## src/rtl/i2s_clkgen_pkg.sv

```systemverilog
package i2s_clkgen_pkg;

    // Control sequencer states
    typedef enum logic [0:0] {
        ST_IDLE = 1'b0,
        ST_RUN  = 1'b1
    } seq_state_t;

    // Clamp a divisor field to a floor value
    function automatic logic [7:0] clamp_floor(input logic [7:0] v, input logic [7:0] floor_v);
        return (v < floor_v) ? floor_v : v;
    endfunction

endpackage

```

## src/rtl/i2s_cfg_latch.sv

```systemverilog
module i2s_cfg_latch #(
    parameter int PRE_W     = 6,
    parameter int BIT_W     = 6,
    parameter int EXT_W     = 4,
    parameter int PRE_MIN   = 5,
    parameter int BIT_MIN   = 2,
    parameter int SLOT_BASE = 16,
    parameter int SLOT_W    = $clog2(SLOT_BASE + (1 << EXT_W))
) (
    input  logic              clk,
    input  logic              rst_n,
    input  logic              load,
    input  logic [PRE_W-1:0]  raw_pre,
    input  logic [BIT_W-1:0]  raw_bit,
    input  logic [EXT_W-1:0]  raw_ext,
    output logic [PRE_W-1:0]  act_pre,
    output logic [BIT_W-1:0]  act_bit,
    output logic [SLOT_W-1:0] act_slot_len
);
    import i2s_clkgen_pkg::*;

    localparam logic [PRE_W-1:0] PRE_FLOOR = PRE_W'(PRE_MIN);
    localparam logic [BIT_W-1:0] BIT_FLOOR = BIT_W'(BIT_MIN);

    logic [PRE_W-1:0]  pre_c;
    logic [BIT_W-1:0]  bit_c;
    logic [SLOT_W-1:0] len_c;

    always_comb begin
        pre_c = PRE_W'(clamp_floor(8'(raw_pre), 8'(PRE_FLOOR)));
        bit_c = BIT_W'(clamp_floor(8'(raw_bit), 8'(BIT_FLOOR)));
        len_c = SLOT_W'(SLOT_BASE) + SLOT_W'(raw_ext);
    end

    always_ff @(posedge clk or negedge rst_n) begin
        if (!rst_n) begin
            act_pre      <= PRE_FLOOR;
            act_bit      <= BIT_FLOOR;
            act_slot_len <= SLOT_W'(SLOT_BASE);
        end else if (load) begin
            act_pre      <= pre_c;
            act_bit      <= bit_c;
            act_slot_len <= len_c;
        end
    end

    // active settings move only when a load was requested
    a_r9_hold_without_load: assert property (@(posedge clk) disable iff (!rst_n)
        !load |=> ($stable(act_pre) && $stable(act_bit) && $stable(act_slot_len)));

    // effective prescale never below its floor
    a_r4_pre_floor: assert property (@(posedge clk) disable iff (!rst_n)
        act_pre >= PRE_FLOOR);

    // effective bit divisor never below its floor
    a_r5_bit_floor: assert property (@(posedge clk) disable iff (!rst_n)
        act_bit >= BIT_FLOOR);

endmodule

```

## src/rtl/i2s_div_stage.sv

```systemverilog
module i2s_div_stage #(
    parameter int W = 6
) (
    input  logic         clk,
    input  logic         rst_n,
    input  logic         clr,
    input  logic         adv,
    input  logic [W-1:0] div,
    output logic         wrap,
    output logic         at_zero,
    output logic         hi_phase
);
    localparam logic [W-1:0] ONE = W'(1);

    logic [W-1:0] cnt_q;
    logic [W:0]   half_hi;

    always_comb begin
        wrap     = adv && (cnt_q == (div - ONE));
        at_zero  = (cnt_q == '0);
        half_hi  = ({1'b0, div} + (W+1)'(1)) >> 1;
        hi_phase = ({1'b0, cnt_q} < half_hi);
    end

    always_ff @(posedge clk or negedge rst_n) begin
        if (!rst_n) begin
            cnt_q <= '0;
        end else if (clr) begin
            cnt_q <= '0;
        end else if (adv) begin
            cnt_q <= wrap ? '0 : cnt_q + ONE;
        end
    end

    // the count stays inside the active divisor
    a_r3_cnt_below_div: assert property (@(posedge clk) disable iff (!rst_n)
        cnt_q < div);

    // after a wrap the count restarts at zero
    a_r7_wrap_restarts: assert property (@(posedge clk) disable iff (!rst_n)
        wrap |=> (cnt_q == '0));

endmodule

```

## src/rtl/i2s_slot_seq.sv

```systemverilog
module i2s_slot_seq #(
    parameter int SLOT_W = 5
) (
    input  logic              clk,
    input  logic              rst_n,
    input  logic              en,
    input  logic [SLOT_W-1:0] slot_len,
    input  logic              bit_wrap,
    input  logic              pre_zero,
    input  logic              bit_zero,
    input  logic              bit_hi,
    output logic              cnt_clr,
    output logic              cfg_load,
    output logic              bclk_o,
    output logic              ws_o,
    output logic              bit_stb_o,
    output logic              frame_stb_o
);
    import i2s_clkgen_pkg::*;

    localparam logic [SLOT_W-1:0] ONE = SLOT_W'(1);

    seq_state_t        state_q, state_d;
    logic [SLOT_W-1:0] slot_q;
    logic              ws_q;
    logic              last_bit;
    logic              frame_wrap;
    logic              running;

    always_comb begin
        running    = (state_q == ST_RUN);
        last_bit   = (slot_q == (slot_len - ONE));
        frame_wrap = bit_wrap && last_bit && ws_q;
    end

    // next-state: START, STOP, RELOAD (self loop)
    always_comb begin
        state_d  = state_q;
        cfg_load = 1'b0;
        unique case (state_q)
            ST_IDLE: begin
                if (en) begin
                    state_d  = ST_RUN;
                    cfg_load = 1'b1;
                end
            end
            ST_RUN: begin
                if (!en) begin
                    state_d = ST_IDLE;
                end else if (frame_wrap) begin
                    cfg_load = 1'b1;
                end
            end
            default: state_d = ST_IDLE;
        endcase
    end

    // state register and slot position
    always_ff @(posedge clk or negedge rst_n) begin
        if (!rst_n) begin
            state_q <= ST_IDLE;
            slot_q  <= '0;
            ws_q    <= 1'b0;
        end else begin
            state_q <= state_d;
            if (!(running && en)) begin
                slot_q <= '0;
                ws_q   <= 1'b0;
            end else if (bit_wrap) begin
                if (last_bit) begin
                    slot_q <= '0;
                    ws_q   <= ~ws_q;
                end else begin
                    slot_q <= slot_q + ONE;
                end
            end
        end
    end

    // outputs
    always_comb begin
        cnt_clr     = 1'b1;
        bclk_o      = 1'b0;
        ws_o        = 1'b0;
        bit_stb_o   = 1'b0;
        frame_stb_o = 1'b0;
        unique case (state_q)
            ST_IDLE: begin
                cnt_clr = 1'b1;
            end
            ST_RUN: begin
                cnt_clr     = !en;
                bclk_o      = bit_hi;
                ws_o        = ws_q;
                bit_stb_o   = pre_zero && bit_zero;
                frame_stb_o = pre_zero && bit_zero && (slot_q == '0) && !ws_q;
            end
            default: cnt_clr = 1'b1;
        endcase
    end

    // a frame strobe always coincides with a bit strobe
    a_r8_frame_on_bit: assert property (@(posedge clk) disable iff (!rst_n)
        frame_stb_o |-> bit_stb_o);

    // word select moves only at the start of a bit period
    a_r6_ws_moves_on_bit: assert property (@(posedge clk) disable iff (!rst_n)
        (running && $past(state_q == ST_RUN) && !$stable(ws_q)) |-> bit_stb_o);

    // slot position stays inside the slot length
    a_r6_slot_in_range: assert property (@(posedge clk) disable iff (!rst_n)
        slot_q < slot_len);

    // idle keeps every output low
    a_r1_idle_quiet: assert property (@(posedge clk) disable iff (!rst_n)
        !running |-> !(bclk_o || ws_o || bit_stb_o || frame_stb_o));

    // dropping enable returns to idle with a cleared slot position
    a_r10_stop_clears: assert property (@(posedge clk) disable iff (!rst_n)
        (running && !en) |=> (state_q == ST_IDLE && slot_q == '0 && !ws_q));

    // start enters run on the following edge
    a_r2_start: assert property (@(posedge clk) disable iff (!rst_n)
        (!running && en) |=> (running && frame_stb_o));

endmodule

```

## src/rtl/i2s_clkgen.sv

```systemverilog
module i2s_clkgen #(
    parameter int PRE_W     = 6,
    parameter int BIT_W     = 6,
    parameter int EXT_W     = 4,
    parameter int PRE_MIN   = 5,
    parameter int BIT_MIN   = 2,
    parameter int SLOT_BASE = 16
) (
    input  logic             clk_ref,
    input  logic             rst_n,
    input  logic             en,
    input  logic [PRE_W-1:0] cfg_prescale,
    input  logic [BIT_W-1:0] cfg_bitdiv,
    input  logic [EXT_W-1:0] cfg_slot_ext,
    output logic             bclk_o,
    output logic             ws_o,
    output logic             bit_stb_o,
    output logic             frame_stb_o
);
    localparam int SLOT_W = $clog2(SLOT_BASE + (1 << EXT_W));

    logic [PRE_W-1:0]  act_pre;
    logic [BIT_W-1:0]  act_bit;
    logic [SLOT_W-1:0] act_len;
    logic              cnt_clr;
    logic              cfg_load;
    logic              pre_wrap, pre_zero, pre_hi_unused;
    logic              bit_wrap, bit_zero, bit_hi;

    i2s_cfg_latch #(
        .PRE_W(PRE_W), .BIT_W(BIT_W), .EXT_W(EXT_W),
        .PRE_MIN(PRE_MIN), .BIT_MIN(BIT_MIN),
        .SLOT_BASE(SLOT_BASE), .SLOT_W(SLOT_W)
    ) u_cfg (
        .clk(clk_ref), .rst_n(rst_n), .load(cfg_load),
        .raw_pre(cfg_prescale), .raw_bit(cfg_bitdiv), .raw_ext(cfg_slot_ext),
        .act_pre(act_pre), .act_bit(act_bit), .act_slot_len(act_len)
    );

    // prescaler: advances every reference cycle
    i2s_div_stage #(.W(PRE_W)) u_pre (
        .clk(clk_ref), .rst_n(rst_n), .clr(cnt_clr), .adv(1'b1),
        .div(act_pre), .wrap(pre_wrap), .at_zero(pre_zero), .hi_phase(pre_hi_unused)
    );

    // bit divider: advances on each prescaler wrap
    i2s_div_stage #(.W(BIT_W)) u_bit (
        .clk(clk_ref), .rst_n(rst_n), .clr(cnt_clr), .adv(pre_wrap),
        .div(act_bit), .wrap(bit_wrap), .at_zero(bit_zero), .hi_phase(bit_hi)
    );

    i2s_slot_seq #(.SLOT_W(SLOT_W)) u_seq (
        .clk(clk_ref), .rst_n(rst_n), .en(en), .slot_len(act_len),
        .bit_wrap(bit_wrap), .pre_zero(pre_zero), .bit_zero(bit_zero), .bit_hi(bit_hi),
        .cnt_clr(cnt_clr), .cfg_load(cfg_load),
        .bclk_o(bclk_o), .ws_o(ws_o), .bit_stb_o(bit_stb_o), .frame_stb_o(frame_stb_o)
    );

    // a frame start is also the first cycle of a prescale period
    a_r11_frame_aligned: assert property (@(posedge clk_ref) disable iff (!rst_n)
        frame_stb_o |-> (pre_zero && bit_zero));

endmodule

```

## config.mk

```make
export PLATFORM = sky130hd
export DESIGN_NAME = i2s_clkgen
export DESIGN_NICKNAME = d
export VERILOG_FILES = /design/src/rtl/i2s_clkgen_pkg.sv /design/src/rtl/i2s_cfg_latch.sv /design/src/rtl/i2s_div_stage.sv /design/src/rtl/i2s_slot_seq.sv /design/src/rtl/i2s_clkgen.sv
export SDC_FILE = /design/constraint.sdc
export NUM_CORES = 1
export LEC_CHECK = 0
export ABC_AREA = 1
export BUFFER_PORTS_ARGS = -buffer_cell sky130_fd_sc_hd__buf_4
export CAP_MARGIN = 20
export CORE_UTILIZATION = 49
export CTS_BUF_LIST = sky130_fd_sc_hd__clkbuf_2
export CTS_CLUSTER_SIZE = 40
export DETAILED_ROUTE_END_ITERATION = 8
export GPL_ROUTABILITY_DRIVEN = 1
export MAX_ROUTING_LAYER = met4
export PLACE_DENSITY_LB_ADDON = 0.25
export SLEW_MARGIN = 20
export SYNTH_ARGS = -nofsm -noshare
export SYNTH_HDL_FRONTEND = slang
export SYNTH_SLANG_ARGS = --single-unit
```

## constraint.sdc

```tcl
create_clock -name clk_ref -period 2.7 [get_ports clk_ref]
set_input_delay 0.81 -clock clk_ref [delete_from_list [all_inputs] [get_ports clk_ref]]
set_output_delay 0.81 -clock clk_ref [all_outputs]
set_load 0.005 [all_outputs]
```

== Word-level counts from Yosys, hierarchy flattened ==
Index checks and enable logic that the tools add are counted.
Widths: inputs -> output; s select.

* Input bits: 19
* Bits in registers: 36

* Bitwise gates (word level): 2
* Magnitude comparators: 3
* Add/subtract/negate cells: 8
* Multiplexer cells: 22
* Equal/unequal tests: 5
* Reduce and logical (&&, ||, !) cells: 14

{| class="wikitable"
|+ Operators by type and width
! operator !! number
|-
| $mux 6 || 7
|-
| $mux 5 || 3
|-
| $add 6x1->6 const B || 2
|-
| $eq 6x6->1 || 2
|-
| $logic_not 6->1 || 2
|-
| $sub 6x1->6 const B || 2
|-
| $mux 1 || 10
|-
| $add 6x1->7 const B || 1
|-
| $logic_and 1x1->1 || 7
|-
| $lt 6x2->1 const B || 1
|-
| $lt 6x3->1 const B || 1
|-
| $lt 6x6->1 || 1
|-
| $add 5x1->5 const B || 1
|-
| $add 5x4->5 const A || 1
|-
| $eq 5x5->1 || 1
|-
| $logic_not 5->1 || 1
|-
| $sub 5x1->5 const B || 1
|-
| $pmux 1 s2 || 2
|-
| $logic_not 1->1 || 2
|-
| $ne 2x1->1 const B || 1
|-
| $ne 2x2->1 const B || 1
|-
| $not 1->1 || 2
|-
| $reduce_and 2->1 || 1
|-
| $reduce_bool 2->1 || 1
|}

== Logic depth before layout (Yosys ltp) ==
Gate-level depths: netlist (run 1).

* Depth in word-level cells: 8
* Depth in mapped cells: 16
* Mapped depth without buffers: 15

== By module ==
From an unflattened synthesis (run 1), not the netlist that was laid out.

* Cell total of the unflattened synthesis: 412
* Area, all modules: 2827.7 µm²

{| class="wikitable"
|+ By module, submodules not included
! module !! instances !! area each (µm²) !! cells an instance
|-
| i2s_div_stage at u_bit || 1 || 808.3 || 120
|-
| i2s_div_stage at u_pre || 1 || 748.2 || 114
|-
| i2s_cfg_latch || 1 || 669.4 || 79
|-
| i2s_slot_seq || 1 || 598.1 || 98
|-
| i2s_clkgen || 1 || 3.8 || 1
|}

== Worst setup path after synthesis (run 1) ==
OpenSTA, ideal clock, no wires.

* Path kind: register to output
* Start point: reg u_cfg.act_bit[1]
* End point: out bclk_o
* Buffers on the path: 0
* Arrival: 1.749 ns
* Required time: 1.890 ns
* Stages on the path, launching flop included: 9
* Slack: 0.141 ns
* Path through: dfstp_2 ha_1 nand3_1 xor2_1 ha_1 a21oi_1 nor2_1 a211oi_1 o311a_1

* Cells in the longest elaborated chain, start to end: 3

{| class="wikitable"
|+ RTL lines
! what !! RTL line !! text
|-
| from (decl) || i2s_cfg_latch.sv:17 || <nowiki>output logic [BIT_W-1:0] act_bit,</nowiki>
|-
| from (signal assigned) || i2s_cfg_latch.sv:42 || <nowiki>act_bit <= bit_c;</nowiki>
|-
| $add 6x1->7 || i2s_div_stage.sv:21 || <nowiki>half_hi = ({1'b0, div} + (W+1)'(1)) >> 1;</nowiki>
|-
| $lt 6x6->1 || i2s_div_stage.sv:22 || <nowiki>hi_phase = ({1'b0, cnt_q} < half_hi);</nowiki>
|-
| $mux 1 || i2s_slot_seq.sv:87 || <nowiki>unique case (state_q)</nowiki>
|-
| to (decl) || i2s_clkgen.sv:15 || <nowiki>output logic bclk_o,</nowiki>
|}

No other way between the ends.

== Worst setup path after layout (run 1) ==
Ends and elaborated chain as after synthesis.

==> results of run 1 <==
[metal layers]
| metal | track usage | wire (µm) | vias to the layer above |
|---|---|---|---|
| li1 | - | - | 1168 |
| met1 | 0.300 | 2560 | 1042 |
| met2 | 0.385 | 2700 | 32 |
| met3 | 0.0466 | 137 | 9 |
| met4 | 0.0855 | 87 | 0 |
| met5 | - | 0 | - |
[cells by family after synthesis]
| group | Yosys count |
|---|---|
| xor+xnor | 20 |
| buf+inv | 51 |
| simple gates | 202 |
| flops | 35 |
| compound gates | 24 |
| fa+ha+maj | 15 |
[worst max-delay path by stage]
stage                                  from     end  slack [ps]  cells past startpoint
2_1_floorplan  u_cfg.act_bit[1]$_DFFE_PN1P_  bclk_o         140                      8
4_1_cts        u_cfg.act_bit[1]$_DFFE_PN1P_  bclk_o        -530                      9
3_3_place_gp   u_cfg.act_bit[1]$_DFFE_PN1P_  bclk_o           9                      9
6_report       u_cfg.act_bit[1]$_DFFE_PN1P_  bclk_o        -460                      9
3_5_place_dp   u_cfg.act_bit[1]$_DFFE_PN1P_  bclk_o         -80                      9
5_1_grt        u_cfg.act_bit[1]$_DFFE_PN1P_  bclk_o        -570                      9
[power by group]
part	switching (µW)	internal (µW)
clock	176	70.7
combinational	200	142
sequential	48.3	565
total	424	778
[placed cells by master, fill, tap and decap left out, drive strengths merged]
cell / count
inv: 42
nor3: 5
xor2: 13
o211ai: 1
a21o: 1
nor3b: 2
clkbuf: 7
clkinv: 2
a21boi: 2
dfstp: 3
a211oi: 1
or2: 3
o21ai: 9
nor4: 2
dfrtp: 32
nor2: 32
nand2: 103
ha: 15
o311a: 1
nand4: 5
nand3: 49
a21oi: 8
and3: 1
xnor2: 7
buf: 28
o2111ai: 1
[through the flow]
| step | area (µm²) | power [µW] | utilization |
|---|---|---|---|
| finish | 2850 | 1200 | 0.591 |
| global route | 2850 | 1290 | 0.591 |
| CTS | 2800 | 1210 | 0.581 |
| detailed placement | 2750 | 958 | 0.571 |
| global placement | 2750 | 947 | 0.571 |
| floorplan | 2510 | 856 | - |
[registers in the layout, summed over array words and instances (netlist names)]
register	cells
u_bit.cnt_q	6
u_cfg.act_bit	6
u_cfg.act_pre	6
u_cfg.act_slot_len	4
u_pre.cnt_q	6
u_seq.running	1
u_seq.slot_q	5
u_seq.ws_q	1
[area by class of cell]
type                            instances  area share
Timing Repair Buffer                   28      0.0738
Clock inverter                          1     0.00176
Clock buffer                            7      0.0123
Tap cell                               67      0.0294
Multi-Input combinational cell        261       0.516
Sequential cell                        35       0.310
Inverter                               43      0.0567
[what timing repair did]
action                                  in CTS  in global routing
endpoints found under the setup margin       2                  2
hold buffers                                 0                  0
pin swaps                                    0                  2
gates cloned                                 0                  0
resized for setup                            0                 10
setup buffers                                1                  0
[worst max-delay path, delay by kind of cell (launching register included)]
| kind | cells | cell delay [ps] |
|---|---|---|
| flip-flops | 1 | 600 |
| AO/OA/AOI/OAI | 3 | 500 |
| adder cells (fa/ha/maj) | 2 | 460 |
| XOR/XNOR | 1 | 170 |
| AND/OR/NAND/NOR | 2 | 140 |
| buffers and inverters | 1 | 110 |
==> results.yml, run 1 <==
outcome:
  status: "finished with violations"
  violations: "negative setup slack"
critical_path:
  crit_path_start_kind: "register"
  endpoint_kind: "output pin"
  crit_path_cell_trace: "ha_4 > nand3_2 > xor2_1 > ha_1 > a21oi_1 > nor2_1 > a211oi_2 > o311a_1 > buf_4"
  r2r_slack_ps: 310
  r2r_cells: 13
  cp.arrival_ps: 2350
  crit_type: "reg2out"
  slowest_stage: "dfstp_2"
  max_stage_delay_ps: 600
  reg2reg_from: "u_cfg.act_pre[0]$_DFFE_PN1P_"
  cp_data_required_time_ps: 1890
  worst-path-max-fanout: 4
  r2r_end: "u_seq.slot_q[1]$_DFFE_PN0P_"
logic_synthesis:
  yosys.area.top_type: "dfrtp_1"
  synth_top_family_by_area: "simple AND/OR/NAND/NOR gates"
  synth.cell_area_um2: 2510
  ys_seq_area_frac: 0.350
  yosysTopAreaCellShare: 0.319
  ys.warnings.count: 0
  synthCells: 347
  synth-seq-cells: 35
  synth_compound_area_frac: 0.0578
  synthTopCellsByArea: "dfrtp_1 (32%), nand2_1 (15%), nand3_1 (9.4%)"
  synth-edff-count: 0
  synth_adder_area_share: 0.0747
  ys_top_cells_by_count: "nand2_1 (101), nand3_1 (47), inv_1 (37)"
  netlist-cell-type-count: 38
  async_flop_share: 1.00
  muxShareOfSynthArea: 0
  synth-simple-area-share: 0.364
  synth_flop_cell: "dfrtp_1"
  synthMostInstantiatedCell: "nand2_1"
  synth-xor-area-share: 0.0698
  syn_avg_cell_area_um2: 7.24
  syn-num-nets: 381
routing:
  vias_per_cell: 5.09
  num_vias: 2251
  drtIter0Drc: 117
  wl_per_cell_um: 12.4
  drc_errors: 0
  drtAntennaViolNets: 0
  wl_mm: 5.49
  drt_pass1_iterations: 4
placement:
  place_congestion: 0.851
  placement.io_buffers: 22
  dp.final_hpwl_mm: 4.22
  dp.cells: 433
  post-place-ws_ps: -82.0
clock_network:
  root_buffer: "clkbuf_2"
  clkTransAtPathRegs_ps: 170
  clk_latency_ps: 390
  cts_tree: "built"
  htree_levels: 2
  clock_sinks: 35
  cts_inserted_buffers: 5
  ctsLongestPathBuffers: 2
sta:
  layout_worst_path_cycle_share: 1.17
  setup_slack_ps: -463
  period_minus_slack_ps: 3160
  worst_pin_slew_ps: 727
  fin_skew_ps: 12.2
  timing.hold.ws_ps: 337
  hold_viol: 0
  clock.fmax_mhz: 316
  setup_viol: 1
  report.final.slew_viol_count: 0
  rsz0062_at_grt: "yes"
  max_slew_margin: 0.514
  setup_tns_ps: -463
layout:
  nFillCells: 477
  drive_gt1_frac: 0.168
  nets: 408
  seq_area_um2: 882
  n_antenna_cell: 0
  synthToLayoutAreaGrowth_pct: 13.5
  instances_no_fill: 442
  multiInputGateArea_um2: 1470
hold_path:
  hold_path_class: "in2async"
floorplan:
  die_y_um: 73.6
  fp.dieW_um: 73.6
  num_rows: 25
  core_area_um2: 4820
  ios: 23
  start_util: 0.521
  die-area_um2: 5410
flow_run:
  cap_violations: 0
grt:
  first_global_vias: 2108
  grt_pass1_wl_mm: 9.37
  grt-ovfl-total: 0
  grtUsageTotal: 0.239
  grt_max_degree: 36
  antenna_found_initial: 0
pwr:
  pwr_density_cell_nw_per_um2: 422
  ir_drop_mv: 0.239
  leakage_uw: 0.00147
Power figures use the tool's default switching activity.
==> inputs of run 2 (changes only) <==
--- a/config.mk
+++ b/config.mk
@@ -18,4 +18,5 @@
 export SLEW_MARGIN = 20
 export SYNTH_ARGS = -nofsm -noshare
 export SYNTH_HDL_FRONTEND = slang
+export SYNTH_HIERARCHICAL = 1
 export SYNTH_SLANG_ARGS = --single-unit
==> results.yml, run 2 <==
layout:
  nets: 475
  seq_area_um2: 885
  fin_util: 0.624
  multiInputGateArea_um2: 1640
  layout_common_cells: "nand2_1 (131), buf_4 (46), inv_1 (40)"
  synthToLayoutAreaGrowth_pct: 21.5
  nFillCells: 465
  drive_gt1_frac: 0.285
  instances_no_fill: 512
  final_common_cell: "nand2_1"
  n_antenna_cell: 0
  final_area_um2: 3230
grt:
  grtUsageTotal: 0.234
  first_global_vias: 2276
  grt_most_used_layer: "met2"
  antenna_found_initial: 0
  grt-ovfl-total: 0
  grt_pass1_wl_mm: 9.78
  grt_use_met2: 0.398
  grt_max_degree: 36
  grtUsageMet3: 0.0463
  grt_util_met1: 0.280
sta:
  clock.fmax_mhz: 327
  fin_skew_ps: 14.1
  layout_worst_path_cycle_share: 1.13
  setup_tns_ps: -366
  hold_viol: 0
  setup_slack_ps: -359
  period_minus_slack_ps: 3060
  setup_viol: 2
  rsz0062_at_grt: "yes"
  report.final.slew_viol_count: 0
clock_network:
  cts_inserted_buffers: 5
  clkTransAtPathRegs_ps: 180
  cts_hold_buffers: 0
  ctsLongestPathBuffers: 2
  root_buffer: "clkbuf_2"
  htree_levels: 2
  clk_latency_ps: 380
  cts_tree: "built"
  clock_sinks: 35
routing:
  num_vias: 2479
  drt_pass1_iterations: 4
  drc_errors: 0
  wl_mm: 5.88
  drtIter0Drc: 73
  vias_per_cell: 4.84
  wl_per_cell_um: 11.5
  drtAntennaViolNets: 0
critical_path:
  crit_path_cell_trace: "ha_4 > nand3_2 > nor2_1 > nand2_1 > ha_4 > nand2_2 > o221a_4 > nand2_2 > inv_2 > buf_6"
  crit_family: "flip-flops"
  critPathBufInv: 2
  crit_type: "reg2out"
  r2r_cells: 20
  endpoint_kind: "output pin"
  r2r_slack_ps: -10
  slowest_stage: "dfstp_2"
  worst-path-max-fanout: 3
  reg2reg_from: "u_cfg/act_pre[0]$_DFFE_PN1P_"
  critPathLaunch: "u_cfg/act_bit[1]$_DFFE_PN1P_"
  max_stage_delay_ps: 600
  crit_path_start_kind: "register"
  cp.arrival_ps: 2250
  r2r_end: "u_cfg/act_pre[4]$_DFFE_PN0P_"
  cp_data_required_time_ps: 1890
flow_run:
  cap_violations: 0
pwr:
  leakage_uw: 0.00175
  pwr_density_cell_nw_per_um2: 390
  power.switching_uw: 449
  ir_drop_mv: 0.239
  p_sw_frac: 0.356
  intPower_uw: 810
  combPwrFrac: 0.330
  total_power_uw: 1260
  seqPwrFrac: 0.477
  pwr-share-clk: 0.192
floorplan:
  fp.dieW_um: 75.6
  core_area_um2: 5170
  ios: 23
  die_y_um: 75.6
  num_rows: 26
  start_util: 0.513
  die-area_um2: 5720
logic_synthesis:
  synthCells: 390
  synth.cell_area_um2: 2660
  ys.warnings.count: 6
  syn_avg_cell_area_um2: 6.81
placement:
  dp.final_hpwl_mm: 4.22
  dp.cells: 490
  placed_area_um2: 2980
  place_congestion: 0.934
  placement.io_buffers: 22
outcome:
  violations: "negative setup slack"
  status: "finished with violations"
hold_path:
  hold_path_class: "in2async"
-- run 2: cell types whose count changed in the layout (fill, tap and decap cells not counted), sizes merged, moves of 12 or more --
| cell | previous run | this run |
|---|---|---|
| nor2 | 32 | 44 |
| inv | 42 | 55 |
| buf | 28 | 47 |
| nand3 | 49 | 35 |
| nand2 | 103 | 149 |
-- run 2: how the worst max path moves through the flow --
stage                                         endpoint  cells past startpoint
after global placement                          bclk_o                     10
after global routing                            bclk_o                      9
after detailed placement  u_cfg/act_pre[4]$_DFFE_PN0P_                     19
after floorplan           u_cfg/act_bit[0]$_DFFE_PN0P_                     20
after CTS                                       bclk_o                     10
final                                           bclk_o                     10
-- run 2: final cells by class --
| type | instances | share of cell area |
|---|---|---|
| tap | 70 | 0.0272 |
| sequential | 35 | 0.274 |
| inverter | 56 | 0.0659 |
| timing repair buffer | 47 | 0.111 |
| clock buffer | 7 | 0.0109 |
| multi-input combinational | 296 | 0.510 |
| clock inverter | 1 | 0.00155 |
-- run 2: layer usage --
| metal | share of wire | wire (µm) | up-vias |
|---|---|---|---|
| met3 | 0.026 | 150 | 12 |
| met5 | 0 | 0 | - |
| li1 | - | - | 1304 |
| met4 | 0.018 | 107 | 0 |
| met2 | 0.49 | 2860 | 36 |
| met1 | 0.47 | 2760 | 1127 |
-- run 2: power by group through the flow --
stage | registers (µW) | clock network, µW | logic (µW)
after detailed placement | 609 | 0 | 366
after floorplan | 606 | 0 | 251
after global placement | 607 | 0 | 360
after global routing | 609 | 281 | 466
after CTS | 602 | 258 | 383
final | 601 | 242 | 416
-- run 2: worst reg2reg max path: stages (launching register included) --
cell     delay, ps
dfstp_2        570
inv_2           50
ha_4           220
nand2_1         60
nand2_1         40
nor2_1          70
nand2_1         70
nor2_2          90
nand3_2         80
inv_2           70
inv_2           40
a21oi_2        130
nand3_2        100
nor2_4         110
nand3_4         80
inv_2           60
nand4_1        150
a21oi_2        300
inv_4          150
nand2_1         90
o21ai_0         80
-- run 2: repair_timing --
| item | in CTS | in global routing |
|---|---|---|
| setup endpoints to repair | 14 | 24 |
| pin swaps | 5 | 2 |
| gates resized for setup | 15 | 12 |
| buffers inserted | 9 | 6 |
| gates cloned | 0 | 0 |
-- run 2: stage by stage --
step           hold WS [ps]  setup WS (ps)
2_1_floorplan           442           20.1
3_3_place_gp            461           16.0
3_5_place_dp            473          -22.5
4_1_cts                 336           -384
5_1_grt                 328           -517
6_report                348           -359
==> inputs of run 3 (changes only) <==
--- a/config.mk
+++ b/config.mk
@@ -14,7 +14,8 @@
 export DETAILED_ROUTE_END_ITERATION = 8
 export GPL_ROUTABILITY_DRIVEN = 1
 export MAX_ROUTING_LAYER = met4
-export PLACE_DENSITY_LB_ADDON = 0.25
+export PLACE_DENSITY_LB_ADDON = 0.12
+export SETUP_SLACK_MARGIN = 0.2
 export SLEW_MARGIN = 20
 export SYNTH_ARGS = -nofsm -noshare
 export SYNTH_HDL_FRONTEND = slang
==> constraint.sdc (replaced) <==
create_clock -name clk_ref -period 2.7 [get_ports clk_ref]
set_input_delay 0.81 -clock clk_ref [delete_from_list [all_inputs] [get_ports clk_ref]]
set_output_delay 0.81 -clock clk_ref [all_outputs]
set_load 0.02 [all_outputs]
==> results.yml, run 3 (synthesis results as in run 2) <==
layout:
  multiInputGateArea_um2: 1640
  instances_no_fill: 507
  synthToLayoutAreaGrowth_pct: 21.2
  n_antenna_cell: 0
  final_common_cell: "nand2_1"
  layout_common_cells: "nand2_1 (132), buf_4 (39), inv_1 (38)"
  fin_util: 0.622
  nets: 470
  nFillCells: 502
  drive_gt1_frac: 0.272
  seq_area_um2: 883
floorplan:
  core_area_um2: 5170
  num_rows: 26
  start_util: 0.513
  die_y_um: 75.6
  fp.dieW_um: 75.6
  ios: 23
  die-area_um2: 5720
routing:
  drtIter0Drc: 90
  drtAntennaViolNets: 0
  wl_per_cell_um: 11.1
  num_vias: 2415
  drt_pass1_iterations: 4
  wl_mm: 5.61
  vias_per_cell: 4.76
  drc_errors: 0
sta:
  layout_worst_path_cycle_share: 1.14
  timing.hold.ws_ps: 323
  rsz0062_at_grt: "yes"
  period_minus_slack_ps: 3070
  fin_skew_ps: 30.2
  setup_viol: 1
  clock.fmax_mhz: 326
  report.final.slew_viol_count: 0
  setup_slack_ps: -368
  hold_viol: 0
clock_network:
  clock_sinks: 35
  cts_inserted_buffers: 5
  root_buffer: "clkbuf_2"
  clkTransAtPathRegs_ps: 210
  ctsLongestPathBuffers: 2
  cts_hold_buffers: 0
  cts_tree: "built"
  clk_latency_ps: 400
  htree_levels: 2
placement:
  dp.final_hpwl_mm: 4.26
  placement.io_buffers: 22
  place_congestion: 0.806
  dp.cells: 491
flow_run:
  cap_violations: 0
critical_path:
  crit_path_start_kind: "register"
  endpoint_kind: "output pin"
  reg2reg_from: "u_cfg/act_pre[0]$_DFFE_PN1P_"
  critPathLaunch: "u_cfg/act_bit[1]$_DFFE_PN1P_"
  worst-path-max-fanout: 3
  crit_type: "reg2out"
  cp_data_required_time_ps: 1890
  cp.arrival_ps: 2260
grt:
  grtUsageTotal: 0.229
  first_global_vias: 2248
  antenna_found_initial: 0
  grt_max_degree: 36
  grt_pass1_wl_mm: 9.59
  grt-ovfl-total: 0
hold_path:
  hold_path_class: "in2async"
pwr:
  pwr_density_cell_nw_per_um2: 424
  ir_drop_mv: 0.271
  total_power_uw: 1360
  leakage_uw: 0.00174
outcome:
  violations: "negative setup slack"
  status: "finished with violations"
## run 3: cell types whose count changed in the layout (fill, tap and decap cells not counted), moves of 2 or more
cell	previous run	this run
inv_4	1	3
a21oi_2	6	3
buf_6	1	3
buf_4	46	39
a21oi_1	3	6
inv_1	40	38
nand2_2	17	15
## run 3: cell type report
cell class,instances,share of cell area
multi-input cells,296,0.509
flip-flops and latches,35,0.274
repair buffers,42,0.101
inverters,56,0.0677
well taps,70,0.0272
clock buffers,7,0.0109
clock inverters,1,0.00933
## run 3: metrics by stage
step / setup WS, ps / instance area (µm²) / TNS, ps
floorplan: 62.5 / 2680 / 0
global placement: 20.8 / 3000 / 0
detailed placement: -36.0 / 3000 / -108
CTS: -375 / 3170 / -794
global route: -510 / 3220 / -3950
finish: -368 / 3220 / -368
## run 3: timing repair
item	4_1_cts	5_1_grt
endpoints found under the setup margin	19	24
pin swaps	6	6
hold endpoints to repair	0	0
setup buffers	6	2
resized for setup	13	12
## run 3: layer usage
| metal | up-vias | part of all wire | track usage |
|---|---|---|---|
| met5 | - | 0 | - |
| met4 | 0 | 0.016 | 0.0617 |
| met3 | 11 | 0.024 | 0.0489 |
| met2 | 31 | 0.48 | 0.384 |
| met1 | 1082 | 0.48 | 0.279 |
| li1 | 1291 | - | - |
## run 3: report_power, final
| group | leakage, µW | internal [µW] | switching (µW) |
|---|---|---|---|
| clock network | 0.0000432 | 165 | 187 |
| registers | 0.000450 | 563 | 35.9 |
| logic | 0.00125 | 177 | 235 |
## run 3: worst max-delay path, cell delays in order, from the launching register on
cell	delay [ps]
dfstp_2	590
nand3_1	130
nor3_2	150
xnor2_1	90
ha_1	320
nand4_1	120
o221a_2	250
nand2_2	90
inv_2	40
buf_6	120
## run 3: worst paths after layout
check / cells past startpoint / end / slack (ps)
setup / recovery: 9 / bclk_o / -370
max in group asynchronous: 1 / u_cfg/act_bit[1]$_DFFE_PN1P_ / 2000
hold reg to reg: 2 / u_cfg/act_slot_len[1]$_DFFE_PN0P_ / 510
setup reg to reg: 21 / u_cfg/act_pre[1]$_DFFE_PN0P_ / 10
min in group clk_ref: 2 / u_cfg/act_slot_len[1]$_DFFE_PN0P_ / 510
hold / removal: 1 / u_seq/ws_q$_DFFE_PN0P_ / 320
